**src/rtl/pwb_pkg.sv**
```systemverilog
package pwb_pkg;

  typedef enum logic [1:0] {
    PK_ONE  = 2'd0,
    PK_TWO  = 2'd1,
    PK_FOUR = 2'd2
  } pk_mode_e;

  typedef enum logic [1:0] {
    SQ_IDLE = 2'd0,
    SQ_WR   = 2'd1,
    SQ_RD   = 2'd2
  } sq_state_e;

  localparam int unsigned PK_MAX_WORDS = 4;
  localparam int unsigned PK_IDX_W     = $clog2(PK_MAX_WORDS);

  function automatic logic [2:0] pk_words(input pk_mode_e m);
    case (m)
      PK_FOUR: pk_words = 3'd4;
      PK_TWO:  pk_words = 3'd2;
      default: pk_words = 3'd1;
    endcase
  endfunction

endpackage

```
**src/rtl/pwb_cfg_decode.sv**
```systemverilog
module pwb_cfg_decode
  import pwb_pkg::*;
#(
  parameter int BUS_W  = 32,
  parameter int WL_W   = 5,
  parameter int WCNT_W = 16
) (
  input  logic              pack_en,
  input  logic              fifo_en,
  input  logic [WL_W-1:0]   wlen,
  input  logic [1:0]        ae_low2,
  input  logic [1:0]        af_low2,
  input  logic [WCNT_W-1:0] wcount,
  output pk_mode_e          mode,
  output logic              pack_on,
  output logic              cfg_fault,
  output logic [BUS_W-1:0]  len_mask
);

  localparam int GRAN_W   = BUS_W / PK_MAX_WORDS;
  localparam int FOUR_MAX = GRAN_W - 2;
  localparam int TWO_MAX  = 2 * GRAN_W - 2;
  localparam int IW       = $clog2(BUS_W) + 1;

  logic thr_bad;
  logic cnt_bad;
  logic cnt_used;

  always_comb begin
    mode = PK_ONE;
    if (pack_en) begin
      if (wlen <= WL_W'(FOUR_MAX))     mode = PK_FOUR;
      else if (wlen <= WL_W'(TWO_MAX)) mode = PK_TWO;
    end
  end

  assign pack_on  = (mode != PK_ONE);
  assign thr_bad  = (ae_low2 != 2'b11) | (af_low2 != 2'b11);
  assign cnt_used = |wcount;

  always_comb begin
    cnt_bad = 1'b0;
    if (cnt_used) begin
      case (mode)
        PK_TWO:  cnt_bad = wcount[0];
        PK_FOUR: cnt_bad = |wcount[1:0];
        default: cnt_bad = 1'b0;
      endcase
    end
  end

  assign cfg_fault = pack_on & (thr_bad | cnt_bad | ~fifo_en);

  for (genvar i = 0; i < BUS_W; i++) begin : g_mask
    assign len_mask[i] = (IW'(i) <= IW'(wlen));
  end

endmodule

```
**src/rtl/pwb_tx_unpack.sv**
```systemverilog
module pwb_tx_unpack
  import pwb_pkg::*;
#(
  parameter int BUS_W = 32
) (
  input  logic             clk,
  input  logic             rst_n,
  input  logic             load,
  input  logic [BUS_W-1:0] ld_data,
  input  logic [BUS_W-1:0] ld_mask,
  input  pk_mode_e         ld_mode,
  input  logic             step,
  output logic [BUS_W-1:0] tx_data
);

  localparam int LANE4_W = BUS_W / 4;
  localparam int LANE2_W = BUS_W / 2;

  logic [BUS_W-1:0] sr_q, sr_n;
  logic [BUS_W-1:0] msk_q, msk_n;
  pk_mode_e         mode_q, mode_n;
  logic             reg_en;

  assign reg_en = load | step;

  always_comb begin
    sr_n   = sr_q;
    msk_n  = msk_q;
    mode_n = mode_q;
    if (load) begin
      sr_n   = ld_data;
      msk_n  = ld_mask;
      mode_n = ld_mode;
    end else if (step) begin
      case (mode_q)
        PK_FOUR: sr_n = sr_q >> LANE4_W;
        PK_TWO:  sr_n = sr_q >> LANE2_W;
        default: sr_n = '0;
      endcase
    end
  end

  always_ff @(posedge clk or negedge rst_n) begin
    if (!rst_n) begin
      sr_q   <= '0;
      msk_q  <= '0;
      mode_q <= PK_ONE;
    end else if (reg_en) begin
      sr_q   <= sr_n;
      msk_q  <= msk_n;
      mode_q <= mode_n;
    end
  end

  // The mask is always narrower than the active lane, so it also isolates lane 0.
  assign tx_data = sr_q & msk_q;

endmodule

```
**src/rtl/pwb_rx_pack.sv**
```systemverilog
module pwb_rx_pack
  import pwb_pkg::*;
#(
  parameter int BUS_W = 32
) (
  input  logic                clk,
  input  logic                rst_n,
  input  logic                start,
  input  logic [BUS_W-1:0]    start_mask,
  input  pk_mode_e            start_mode,
  input  logic                pop,
  input  logic [PK_IDX_W-1:0] idx,
  input  logic [BUS_W-1:0]    rx_data,
  output logic [BUS_W-1:0]    acc
);

  localparam int NG     = PK_MAX_WORDS;
  localparam int GRAN_W = BUS_W / NG;

  logic [BUS_W-1:0] acc_q, acc_n;
  logic [BUS_W-1:0] msk_q;
  pk_mode_e         mode_q;
  logic [BUS_W-1:0] masked;
  logic [BUS_W-1:0] place;
  logic [NG-1:0]    hit;
  logic             acc_en;

  assign masked = rx_data & msk_q;

  for (genvar g = 0; g < NG; g++) begin : g_gran
    always_comb begin
      case (mode_q)
        PK_FOUR: begin
          hit[g] = (idx == PK_IDX_W'(g));
          place[g*GRAN_W +: GRAN_W] = masked[GRAN_W-1:0];
        end
        PK_TWO: begin
          hit[g] = (idx == PK_IDX_W'(g / 2));
          place[g*GRAN_W +: GRAN_W] = masked[(g % 2)*GRAN_W +: GRAN_W];
        end
        default: begin
          hit[g] = 1'b1;
          place[g*GRAN_W +: GRAN_W] = masked[g*GRAN_W +: GRAN_W];
        end
      endcase
    end
    always_comb begin
      if (start)
        acc_n[g*GRAN_W +: GRAN_W] = '0;
      else if (hit[g])
        acc_n[g*GRAN_W +: GRAN_W] = place[g*GRAN_W +: GRAN_W];
      else
        acc_n[g*GRAN_W +: GRAN_W] = acc_q[g*GRAN_W +: GRAN_W];
    end
  end

  assign acc_en = start | pop;

  always_ff @(posedge clk or negedge rst_n) begin
    if (!rst_n) begin
      acc_q  <= '0;
    end else if (acc_en) begin
      acc_q  <= acc_n;
    end
  end

  always_ff @(posedge clk or negedge rst_n) begin
    if (!rst_n) begin
      msk_q  <= '0;
      mode_q <= PK_ONE;
    end else if (start) begin
      msk_q  <= start_mask;
      mode_q <= start_mode;
    end
  end

  assign acc = acc_q;

endmodule

```
**src/rtl/pwb_sticky.sv**
```systemverilog
module pwb_sticky (
  input  logic clk,
  input  logic rst_n,
  input  logic set,
  input  logic clr,
  output logic flag
);

  logic flag_q, flag_n;

  assign flag_n = set | (flag_q & ~clr);

  always_ff @(posedge clk or negedge rst_n) begin
    if (!rst_n) flag_q <= 1'b0;
    else        flag_q <= flag_n;
  end

  assign flag = flag_q;

endmodule

```
**src/rtl/packed_word_bridge.sv**
```systemverilog
module packed_word_bridge
  import pwb_pkg::*;
#(
  parameter int BUS_W  = 32,
  parameter int WL_W   = 5,
  parameter int WCNT_W = 16,
  parameter int LVL_W  = 4
) (
  input  logic              clk,
  input  logic              rst_n,
  input  logic              cfg_pack_en,
  input  logic              cfg_fifo_en,
  input  logic [WL_W-1:0]   cfg_wlen,
  input  logic [1:0]        cfg_ae_low2,
  input  logic [1:0]        cfg_af_low2,
  input  logic [WCNT_W-1:0] cfg_wcount,
  input  logic              err_clr,
  input  logic              bus_wr,
  input  logic              bus_rd,
  input  logic              bus_full,
  input  logic [BUS_W-1:0]  bus_wdata,
  output logic [BUS_W-1:0]  bus_rdata,
  output logic              bus_rvalid,
  output logic              busy,
  output logic              err_pulse,
  output logic              err_sticky,
  input  logic [LVL_W-1:0]  tx_space,
  output logic              tx_push,
  output logic [BUS_W-1:0]  tx_data,
  input  logic [LVL_W-1:0]  rx_count,
  output logic              rx_pop,
  input  logic [BUS_W-1:0]  rx_data
);

  pk_mode_e         mode;
  logic             pack_on;
  logic             cfg_fault;
  logic [BUS_W-1:0] len_mask;

  pwb_cfg_decode #(
    .BUS_W (BUS_W),
    .WL_W  (WL_W),
    .WCNT_W(WCNT_W)
  ) u_dec (
    .pack_en  (cfg_pack_en),
    .fifo_en  (cfg_fifo_en),
    .wlen     (cfg_wlen),
    .ae_low2  (cfg_ae_low2),
    .af_low2  (cfg_af_low2),
    .wcount   (cfg_wcount),
    .mode     (mode),
    .pack_on  (pack_on),
    .cfg_fault(cfg_fault),
    .len_mask (len_mask)
  );

  // Sequencer
  sq_state_e           st_q, st_n;
  logic [PK_IDX_W-1:0] idx_q, idx_n;
  logic [PK_IDX_W-1:0] last_q, last_n;
  logic                seq_en;
  logic                req;
  logic                req_wr;
  logic [2:0]          n_words;
  logic                cfg_refuse;
  logic                room_ok;
  logic                go;
  logic                refuse;
  logic                at_last;
  logic                rvalid_q, rvalid_n;
  logic                errp_q;

  assign req        = (bus_wr | bus_rd) & (st_q == SQ_IDLE);
  assign req_wr     = bus_wr;
  assign n_words    = pk_words(mode);
  assign cfg_refuse = pack_on & (~bus_full | ~cfg_fifo_en);
  assign room_ok    = req_wr ? (tx_space >= LVL_W'(n_words))
                             : (rx_count >= LVL_W'(n_words));
  assign go         = req & ~cfg_refuse & room_ok;
  assign refuse     = req & ~go;
  assign at_last    = (idx_q == last_q);

  always_comb begin
    st_n   = st_q;
    idx_n  = idx_q;
    last_n = last_q;
    case (st_q)
      SQ_IDLE: begin
        if (go) begin
          st_n   = req_wr ? SQ_WR : SQ_RD;
          idx_n  = '0;
          last_n = PK_IDX_W'(n_words - 3'd1);
        end
      end
      SQ_WR, SQ_RD: begin
        idx_n = idx_q + 1'b1;
        if (at_last) st_n = SQ_IDLE;
      end
      default: st_n = SQ_IDLE;
    endcase
  end

  assign seq_en   = go | (st_q != SQ_IDLE);
  assign rvalid_n = (st_q == SQ_RD) & at_last;

  always_ff @(posedge clk or negedge rst_n) begin
    if (!rst_n) begin
      st_q   <= SQ_IDLE;
      idx_q  <= '0;
      last_q <= '0;
    end else if (seq_en) begin
      st_q   <= st_n;
      idx_q  <= idx_n;
      last_q <= last_n;
    end
  end

  always_ff @(posedge clk or negedge rst_n) begin
    if (!rst_n) begin
      rvalid_q <= 1'b0;
      errp_q   <= 1'b0;
    end else begin
      rvalid_q <= rvalid_n;
      errp_q   <= refuse;
    end
  end

  assign tx_push    = (st_q == SQ_WR);
  assign rx_pop     = (st_q == SQ_RD);
  assign busy       = (st_q != SQ_IDLE);
  assign bus_rvalid = rvalid_q;
  assign err_pulse  = errp_q;

  pwb_tx_unpack #(.BUS_W(BUS_W)) u_tx (
    .clk    (clk),
    .rst_n  (rst_n),
    .load   (go & req_wr),
    .ld_data(bus_wdata),
    .ld_mask(len_mask),
    .ld_mode(mode),
    .step   (tx_push),
    .tx_data(tx_data)
  );

  pwb_rx_pack #(.BUS_W(BUS_W)) u_rx (
    .clk       (clk),
    .rst_n     (rst_n),
    .start     (go & ~req_wr),
    .start_mask(len_mask),
    .start_mode(mode),
    .pop       (rx_pop),
    .idx       (idx_q),
    .rx_data   (rx_data),
    .acc       (bus_rdata)
  );

  logic sticky_set;
  assign sticky_set = cfg_fault | (req & pack_on & ~bus_full);

  pwb_sticky u_sticky (
    .clk  (clk),
    .rst_n(rst_n),
    .set  (sticky_set),
    .clr  (err_clr),
    .flag (err_sticky)
  );

endmodule

```
**config.mk**
```make
export PLATFORM = sky130hd
export DESIGN_NAME = packed_word_bridge
export DESIGN_NICKNAME = d
export VERILOG_FILES = /design/src/rtl/pwb_pkg.sv /design/src/rtl/pwb_cfg_decode.sv /design/src/rtl/pwb_tx_unpack.sv /design/src/rtl/pwb_rx_pack.sv /design/src/rtl/pwb_sticky.sv /design/src/rtl/packed_word_bridge.sv
export SDC_FILE = /design/constraint.sdc
export NUM_CORES = 1
export LEC_CHECK = 0
export BUFFER_PORTS_ARGS = -buffer_cell sky130_fd_sc_hd__clkbuf_2
export CAP_MARGIN = 20
export CORE_UTILIZATION = 48
export CTS_BUF_LIST = sky130_fd_sc_hd__clkbuf_16
export CTS_CLUSTER_SIZE = 40
export DETAILED_ROUTE_END_ITERATION = 16
export PLACE_DENSITY = 0.76
export SYNTH_ARGS = -nofsm -noshare
export SYNTH_HDL_FRONTEND = slang
export SYNTH_SLANG_ARGS = --single-unit
export TNS_END_PERCENT = 10
```
**constraint.sdc**
```tcl
create_clock -name clk -period 2 [get_ports clk]
set_input_delay 0.3 -clock clk [delete_from_list [all_inputs] [get_ports clk]]
set_output_delay 0.3 -clock clk [all_outputs]
set_load 0.02 [all_outputs]
```
==> results.md, run 1 <==
- Status: finished with violations
- Violated checks: negative setup slack
- Placed Instance Area: 8290 um^2
- Max Freq: 380 MHz
- Xor/xnor share of the synthesized area: 0.380%
- Clk_lat worst skew: 0.42 ns
- Minimum clock period: 2.63 ns
- Pwr Density: 1470 nW/um^2
- CP Data Required Time: 2.30 ns
- Vias per cell: 5.65
- Fraction of synthesized area in multiplexers: 0.779%
- Synth top area cells: dfrtp_1, a21oi_1, o21ai_0
- RR Startpoint: st_q[1]
- Core area: 13900 um^2
- Sequential fraction of the synthesis area: 51.1%
- R2R cell count: 6
- DRT iter0 DRCs: 584
- # H-tree levels: 4
- Worst Setup Start Kind: primary input
- Largest net degree at the start of global routing: 70
- Clk sinks: 141
- Syn Std Cell Area: 6910 um^2
- Die width: 122 um
- Worst-path clk slew: 0.06 ns
- Routed WL per cell: 17.7 um
- Top FF cell, synth: dfrtp_1
- Design area: 9450 um^2
- Antenna diodes: 0
- Synth Area in Adders: 4.17%
- Critical Path End: last_q[0]
- Final setup margin: -0.631 ns
- Post-synth top area cell: dfrtp_1
- TritonCTS clock tree: yes
- Sequential Power Share: 36.7%
- Initial Utilization: 49.6%
- Top routing layer in use: met4
- Synth Register Bits: 141
- Final Util: 67.8%
- TritonRoute pass-1 iters: 6
- Post-route DRC: 0
- Worst setup EP type: flop
- Share of cells above drive strength 1: 32.3%
- Die H: 122 um
- Fill cells: 1086
- Asr flop ratio synth: 100%
- Area occupied by multi-input gates: 3340 um^2
- Worst R2R End: last_q[0]
- Syn Area/Cell: 8.98 um^2
- Overall Global Routing Usage: 27.6%
- Final net count: 1098
- Clk root buf: clkbuf_16
- Via count: 6567
- Dpl cells: 1111
- Beginning of the critical path: cfg_wlen[0]
- Most common cell in the netlist: dfrtp_1
- Maxcap violations: 0
- Yosys warns: 0
- Initial antenna violation count: 0
- Cell Rows: 43
- Routed met3 length: 1440 um
- Comb pwr share: 41.7%
- Syn_nets: 897
- Sw frac: 40.3%
- CP max FO: 5
- Hold Crit Class: in -> reg
- Final hold viol count: 0
- Worst setup path category: in -> reg
- Post-synth top cells: dfrtp_1, nand2_1, a21oi_1
- Largest family of logic cells by synthesized area: simple AND/OR/NAND/NOR gates
- First-pass GRT wire length: 30900 um
- Final Slew Violations: 0
- Slew HR: 41.5%
- Reg area: 3530 um^2
- Routability cong.: 0.884
- CTS Buffer Depth: 2
- Non-Filler Instances: 1163
- RSZ-0062 raised after global routing: true
- Number of global-route vias before repair: 5987
- CP arrival: 2.93 ns
- Grt ovf: 0
- Skew final: 0.00926 ns
- Peak VDD IR: 0.000698 V
- Met1 wire length: 8970 um
- Met2 wire len: 9600 um
- Clk pwr share: 21.7%
- Slew @ Worst Pin: 0.877 ns
- LEAKAGE: 4.50 nW
- Final setup vio count: 139
- Unique masters post-synth: 38
- Antenna viol nets, final: 0
- Post-synth EDFFs: 0
- Synth Area in Compound Gates: 19.4%
- IO Pins: 175
- Final period util: 132%
- Detailed Place HPWL: 13600 um
- Internal Power: 8.30 mW
- Num CTS Buffers: 17
- Synth Area in Simple Gates: 19.8%
- R2R Setup Slk: 0.02 ns
- Area share of the largest cell type after synthesis: 51.1%
- Total wire length: 20600 um
- Cell count after synthesis: 769
- Die Area: 14900 um^2
- Net Sw Power: 5.60 mW
- I/O Buffers: 160
- Synth-to-Final Area Change: 36.9%
## routing by layer
layer / vias up / GRT usage, %
met5: - / 0
met4: 0 / 12.1
met3: 42 / 4.87
met2: 325 / 41.8
met1: 3130 / 38.9
li1: 3070 / -
## sequential cells by signal (all words and copies together), names as in the netlist, 32 cells and up
signal      cells
u_rx.acc       32
u_rx.msk_q     32
u_tx.msk_q     32
u_tx.sr_q      32
## cells by family after synthesis
group,count (synthesis)
AND/OR/NAND/NOR,285
AO/OA/AOI/OAI,234
flip-flops,141
buffers and inverters,78
adder cells (fa/ha/maj),23
multiplexers,5
XOR/XNOR,3
## worst min path at each step
| stage | start | end | slack (ns) | cells after the start |
|---|---|---|---|---|
| 5_1_grt | err_clr | u_sticky.flag | 0.08 | 2 |
| 3_3_place_gp | rst_n | u_rx.acc[23] | 0.27 | 1 |
| 2_1_floorplan | rst_n | bus_rvalid | 0.004 | 0 |
| 3_5_place_dp | rst_n | u_rx.acc[23] | 0.27 | 1 |
| 6_report | err_clr | u_sticky.flag | 0.07 | 2 |
| 4_1_cts | err_clr | u_sticky.flag | 0.06 | 2 |
## power by group through the flow
stage / registers, mW / clock network [mW] / logic, mW
2_1_floorplan: 5.11 / 0 / 3.12
3_3_place_gp: 5.04 / 0 / 4.97
3_5_place_dp: 5.07 / 0 / 5.09
4_1_cts: 5.04 / 3.03 / 5.48
5_1_grt: 5.23 / 3.18 / 6.34
6_report: 5.10 / 3.01 / 5.79
## cells in the final DEF (no fill, tap or decap), types with 12 or more instances in the layout
cell and instances:
buf_4 45, clkbuf_2 157, a31oi_1 19, clkbuf_16 21, buf_6 12, nor2b_1 26
a22o_1 16, nand2_1 82, nand3b_1 16, o21ai_1 24, o21ai_0 56, a21oi_1 83
dfrtp_1 141, and2_1 35, nand3_1 29, nor2_1 65, inv_1 24, ha_1 17
## through the flow
step	worst slack (ns)	setup TNS (ns)	hold slack [ns]	total power, mW
2_1_floorplan	-0.840	-97.26	0.00441	8.23
3_3_place_gp	-1.17	-140.25	0.270	10.0
3_5_place_dp	-1.21	-146.18	0.273	10.2
4_1_cts	-0.555	-58.21	0.0606	13.6
5_1_grt	-0.671	-77.15	0.0797	14.8
6_report	-0.631	-64.32	0.0704	13.9
## critical path, stage by stage
cell and delay (ns):
buf_6 0.09, and3_4 0.20, xnor2_2 0.14, or3b_4 0.41
ha_4 0.29, inv_4 0.04, ha_4 0.25, nand2b_4 0.12
a31oi_4 0.09, or4_4 0.56, nand2_4 0.13, mux2_2 0.33
## timing repair
action / 4_1_cts / 5_1_grt
setup endpoints to repair: 139 / 141
hold endpoints to repair: 42 / 0
resized for setup: 48 / 36
setup buffers: 7 / 2
cloned: 4 / 7
pin swaps: 21 / 6
hold buffers: 1 / 0
## layout make-up
cell class                      count  share of cell area, %
Clock buffer                       17                   4.50
Tap cell                          180                   2.38
Inverter                           26                   1.09
Sequential cell                   141                   37.3
Clock inverter                     15                   1.47
Timing Repair Buffer              233                   17.9
Multi-Input combinational cell    551                   35.3
Power figures use the tool's default switching activity.
==> run 2, diff against run 1 <==
Settings changed: REMOVE_ABC_BUFFERS set to 1.
==> run 2 against run 1 <==
Compared with the run above:
- the flow still finishes with violations (negative setup slack)
- maximum frequency down 3.0%
- total power up 8.9%
- via count up 4.9%
- wire length up 13%
- non-clock buffer count up 15
- sequential share of layout area down 2.3 points
- clock-buffer cell count unchanged
- die area unchanged
- worst setup slack worse by 0.081 ns
==> results.md, run 2 (synthesized netlist as in run 1, its figures left out) <==
- Status: finished with violations
- Violated checks: negative setup slack
- Slew HR: 43.2% (+1.7 points)
- Final setup margin: -0.712 ns (-0.0811 ns)
- RR Startpoint: st_q[1]
- Detailed Place HPWL: 13700 um (+0.68%)
- Comb pwr share: 44.1% (+2.4 points)
- First-pass GRT wire length: 32700 um (+5.8%)
- Most frequent cells in the layout: clkbuf_2, dfrtp_1, a21oi_1, nand2_1, buf_4
- Total wire length: 23300 um (+13%)
- Die width: 122 um (unchanged)
- Clk_lat worst skew: 0.44 ns (+0.02 ns)
- Commonest non-fill, non-tap cell in the layout: clkbuf_2
- Clk sinks: 141 (unchanged)
- Number of global-route vias before repair: 6260 (+4.6%)
- Core area: 13900 um^2 (unchanged)
- DRT iter0 DRCs: 712 (+22%)
- Worst path cell trace: buf_6 > and3_4 > xnor2_2 > or3b_4 > ha_4 > inv_4 > ha_4 > nand2b_4 > a31oi_4 > or4_4 > nand2_4 > mux2_2
- WHS: 0.0518 ns (-0.0186 ns)
- Slowest cell on the critical path: or4_4
- Final Slew Violations: 0 (unchanged)
- Sw frac: 40.0% (-0.31 points)
- Peak VDD IR: 0.000737 V (+5.6%)
- Die H: 122 um (unchanged)
- Setup tns final: -81.47 ns (-17.15 ns)
- Antenna viol nets, final: 0 (unchanged)
- IO Pins: 175 (unchanged)
- Minimum clock period: 2.71 ns (+0.0811 ns)
- # H-tree levels: 4 (unchanged)
- Die Area: 14900 um^2 (unchanged)
- LEAKAGE: 4.74 nW (+5.2%)
- RSZ-0062 raised after global routing: true
- Worst R2R End: last_q[0]
- Design area: 10100 um^2 (+6.5%)
- Final Power: 15.1 mW (+8.9%)
- Initial antenna violation count: 0 (unchanged)
- Final net count: 1113 (+1.4%)
- Worst hold stages: 2 (unchanged)
- Met2 wire len: 11400 um (+19%)
- Placed Instance Area: 8280 um^2 (-0.14%)
- Num CTS Buffers: 17 (unchanged)
- Hold Crit Class: in -> reg
- Routed met3 length: 1650 um (+15%)
- CTS Buffer Depth: 2 (unchanged)
- Overall Global Routing Usage: 29.4% (+1.8 points)
- Post-route DRC: 0 (unchanged)
- Share of cells above drive strength 1: 39.6% (+7.2 points)
- Met1 wire length: 9420 um (+5.0%)
- Skew final: 0.00694 ns (-0.00232 ns)
- Worst-path clk slew: 0.06 ns (about the same)
- CP arrival: 3.03 ns (+0.10 ns)
- Routability cong.: 0.873 (-1.2%)
- CP Data Required Time: 2.32 ns (+0.02 ns)
- Top routing layer in use: met4
- Initial Utilization: 49.6% (unchanged)
- Crit-path most repeated cell: ha_4
- I/O Buffers: 160 (unchanged)
- Final hold viol count: 0 (unchanged)
- Final setup vio count: 140 (+0.72%)
- Net Sw Power: 6.05 mW (+8.1%)
- Synth-to-Final Area Change: 45.8%
- CP max FO: 5 (unchanged)
- Worst setup path category: in -> reg
- Routed WL per cell: 19.7 um (+12%)
- Critical hold path startpoint: err_clr
- Worst Setup Start Kind: primary input
- TritonCTS clock tree: yes
- TritonRoute pass-1 iters: 5 (-1)
- Clk root buf: clkbuf_16
- R2R cell count: 6 (unchanged)
- Slew @ Worst Pin: 0.852 ns (-0.0250 ns)
- Max Freq: 369 MHz (-3.0%)
- Largest net degree at the start of global routing: 53 (-24%)
- Maxcap violations: 0 (unchanged)
- Crit-path max cell delay: 0.64 ns (+0.08 ns)
- R2R Setup Slk: -0.05 ns (-0.07 ns)
- Sequential Power Share: 33.6% (-3.1 points)
- Hold Path End: u_sticky.flag
- Pwr Density: 1500 nW/um^2 (+2.3%)
- Cell Rows: 43 (unchanged)
- Fill cells: 952 (-12%)
- Via count: 6886 (+4.9%)
- Final period util: 136% (+4.1 points)
- Internal Power: 9.09 mW (+9.5%)
- Vias per cell: 5.84 (+3.4%)
- Clk pwr share: 22.3% (+0.6 points)
- Grt ovf: 0 (unchanged)
- Worst setup EP type: flop
==> run 2: cell count changes in the layout (fill, tap and decap cells not counted), moves of 9 or more <==
cell / before / now
nor2_2: 9 / 18
nand2_2: 7 / 22
o21ai_2: 4 / 17
o21ai_0: 56 / 27
a21oi_2: 0 / 13
a21oi_1: 83 / 70
nor2_1: 65 / 50
nand2_1: 82 / 63
o21ai_1: 24 / 40
==> run 2: cell type report <==
class	instances	area, um^2	area share, %
multi-input cells	551	3640	36.2
flip-flops and latches	141	3530	35.0
repair buffers	248	1940	19.3
clock buffers	17	425	4.23
well taps	180	225	2.24
clock inverters	15	195	1.94
inverters	26	103	1.02
diodes	1	2.50	0.0249
==> run 2: per-layer routing <==
metal	global-route usage [%]	up-vias
met4	13.1	0
li1	-	3097
met5	0	-
met3	5.90	68
met2	46.6	370
met1	39.0	3351
==> run 2: worst max-delay path: cells and delay by family <==
family | cells | cell delay [ns]
AND/OR/NAND/NOR | 5 | 1.48
adder cells (fa/ha/maj) | 2 | 0.55
multiplexers | 1 | 0.33
buffers and inverters | 2 | 0.14
XOR/XNOR | 1 | 0.13
AO/OA/AOI/OAI | 1 | 0.10
==> run 2: worst max path at each step <==
stage	from	end	slack, ns	depth (start not counted)
2_1_floorplan	cfg_wlen[0]	idx_q[0]	-3.92	11
6_report	cfg_wlen[0]	last_q[0]	-0.71	12
3_5_place_dp	cfg_wlen[0]	u_rx.msk_q[27]	-1.33	12
3_3_place_gp	cfg_wlen[0]	u_rx.msk_q[27]	-1.31	12
4_1_cts	cfg_wlen[2]	last_q[1]	-0.57	12
5_1_grt	cfg_wlen[0]	last_q[0]	-0.75	12
==> run 2: power by group through the flow <==
stage | Combinational, mW | Clock, mW | Sequential [mW]
after detailed placement | 5.20 | 0 | 5.00
final | 6.67 | 3.37 | 5.09
after global placement | 5.08 | 0 | 4.96
after global routing | 7.20 | 3.51 | 5.21
after CTS | 5.91 | 3.36 | 4.97
after floorplan | 2.98 | 0 | 5.12
==> run 2: timing repair <==
action                                  in CTS  in global routing
cloned                                       6                 10
hold buffers                                 1                  0
gates resized for setup                    117                 97
endpoints found under the setup margin     139                141
pin swaps                                   34                 30
buffers inserted                             8                  6
endpoints found under the hold margin       48                  0
==> run 2: per-stage QoR <==
step	util, %	cells	setup slack [ns]
detailed placement	59.4	1116	-1.33
finish	72.3	1179	-0.712
CTS	67.9	1162	-0.569
global route	72.2	1178	-0.748
global placement	59.4	1116	-1.31
floorplan	-	717	-3.92
==> run 3, diff against run 2 <==
Settings changed: CAP_MARGIN 20 to 5, MAX_ROUTING_LAYER set to met4.
==> run 3 against run 2 <==
Compared with the run above:
- the run still ends with negative setup slack left
- utilization is the same
- global-route usage grew 0.89 points
- via count grew 0.51%
- flip-flop and latch count unchanged
- clock-buffer cell count unchanged
- clock skew grew 0.0015 ns
- worst hold slack gained 0.0026 ns
- first-iteration DRC count is 2.9% lower
- critical path type unchanged
- largest power group unchanged
==> results.md, run 3 (synthesized netlist as in run 1, its figures left out) <==
- Status: finished with violations
- LEAKAGE: 4.74 nW (about the same)
- Hold Crit Class: in -> reg
- Die H: 122 um (unchanged)
- Slew @ Worst Pin: 0.881 ns (+0.0294 ns)
- Final net count: 1113 (unchanged)
- TritonCTS clock tree: yes
- Initial antenna violation count: 0 (unchanged)
- Worst R2R End: last_q[0]
- IO Pins: 175 (unchanged)
- Pwr Density: 1500 nW/um^2 (about the same)
- Post-route DRC: 0 (unchanged)
- I/O Buffers: 160 (unchanged)
- DRT iter0 DRCs: 691 (-2.9%)
- Commonest non-fill, non-tap cell in the layout: clkbuf_2
- CP arrival: 3.03 ns (about the same)
- Clk sinks: 141 (unchanged)
- Maxcap violations: 0 (unchanged)
- Die Area: 14900 um^2 (unchanged)
- Worst hold stages: 2 (unchanged)
- Core area: 13900 um^2 (unchanged)
- Largest net degree at the start of global routing: 53 (unchanged)
- R2R Setup Slk: -0.06 ns (about the same)
- Peak VDD IR: 0.000737 V (about the same)
- Final Slew Violations: 0 (unchanged)
- Final setup vio count: 140 (unchanged)
- RSZ-0062 raised after global routing: true
- Setup tns final: -82.01 ns (-0.534 ns)
- Routed WL per cell: 19.7 um (-0.35%)
- Clk root buf: clkbuf_16
- Final period util: 136% (+0.27 points)
- Critical hold path startpoint: err_clr
- Hold Path End: u_sticky.flag
- Grt ovf: 0 (unchanged)
- Clk_lat worst skew: 0.44 ns (about the same)
- Vias per cell: 5.87 (+0.51%)
- R2R cell count: 6 (unchanged)
- Routability cong.: 0.888 (+1.6%)
- Violated checks: negative setup slack
- Num CTS Buffers: 17 (unchanged)
- Number of global-route vias before repair: 6271 (+0.18%)
- Final setup margin: -0.717 ns (-0.00539 ns)
- Total wire length: 23200 um (-0.35%)
- CP Data Required Time: 2.32 ns (about the same)
- Via count: 6921 (+0.51%)
- First-pass GRT wire length: 32600 um (-0.13%)
- Final hold viol count: 0 (unchanged)
- Initial Utilization: 49.6% (unchanged)
- CTS Buffer Depth: 2 (unchanged)
- Slew HR: 41.2% (-2.0 points)
- Worst-path clk slew: 0.06 ns (about the same)
- TritonRoute pass-1 iters: 6 (+1)
- Fill cells: 952 (unchanged)
- Synth-to-Final Area Change: 45.8% (unchanged)
- Share of cells above drive strength 1: 39.6% (unchanged)
- Worst setup EP type: flop
- Cell Rows: 43 (unchanged)
- Minimum clock period: 2.72 ns (+0.00539 ns)
- Worst setup path category: in -> reg
- Most frequent cells in the layout: clkbuf_2, dfrtp_1, a21oi_1, nand2_1, buf_4
- Overall Global Routing Usage: 30.3% (+0.89 points)
- Antenna viol nets, final: 0 (unchanged)
- Skew final: 0.00842 ns (+0.00147 ns)
- Detailed Place HPWL: 13700 um (unchanged)
- CP max FO: 5 (unchanged)
- Place WS: -1.33 ns (unchanged)
- Max Freq: 368 MHz (-0.20%)
- Die width: 122 um (unchanged)
- RR Startpoint: st_q[1]
- Final Util: 72.3% (unchanged)
- Worst Setup Start Kind: primary input
- # H-tree levels: 4 (unchanged)
[run 3: worst max path at each step]
stage / start / end / slack, ns / cells after the start
after CTS: cfg_wlen[2] / last_q[1] / -0.57 / 12
after detailed placement: cfg_wlen[0] / u_rx.msk_q[27] / -1.33 / 12
after floorplan: cfg_wlen[0] / idx_q[0] / -3.92 / 11
final: cfg_wlen[0] / last_q[0] / -0.72 / 12
after global placement: cfg_wlen[0] / u_rx.msk_q[27] / -1.31 / 12
after global routing: cfg_wlen[0] / last_q[0] / -0.75 / 12
[run 3: where the power goes]
group | switching, mW | total, mW | internal [mW]
Combinational | 3.78 | 6.66 | 2.89
Clock | 1.30 | 3.38 | 2.08
Sequential | 0.967 | 5.09 | 4.12
Total | 6.04 | 15.1 | 9.09
[run 3: layout make-up]
cell class              count  area (um^2)  area share, %
multi-input cells         551         3640           36.2
flip-flops and latches    141         3530           35.0
repair buffers            248         1940           19.3
clock buffers              17          425           4.23
well taps                 180          225           2.24
clock inverters            15          195           1.94
inverters                  26          103           1.02
diodes                      1         2.50         0.0249
[run 3: layer usage]
metal	vias to the layer above	GRT usage (%)	wire length (um)
met5	-	-	0
li1	3096	-	-
met3	79	5.62	1660
met1	3369	39.2	9400
met4	0	13.0	849
met2	377	46.6	11300
[run 3: worst max-delay path: stages]
cell      delay, ns
buf_6          0.09
and3_4         0.18
xnor2_2        0.13
or3b_4         0.42
ha_4           0.31
inv_4          0.05
ha_4           0.24
nand2b_4       0.12
a31oi_4        0.10
or4_4          0.64
nand2_4        0.12
mux2_2         0.33
[run 3: through the flow]
stage	hold slack [ns]	cell area (um^2)	power [mW]	std cells
floorplan	0.00441	6700	8.10	717
global placement	0.283	8280	10.0	1116
detailed placement	0.286	8280	10.2	1116
CTS	0.0469	9460	14.2	1162
global route	0.0616	10100	15.9	1178
finish	0.0544	10100	15.1	1179
[run 3: timing repair]
item	CTS	global route
gates cloned	6	10
setup endpoints to repair	139	141
resized for setup	117	97
hold endpoints to repair	48	0
pin swaps	34	30
setup buffers	8	6
hold buffers	1	0
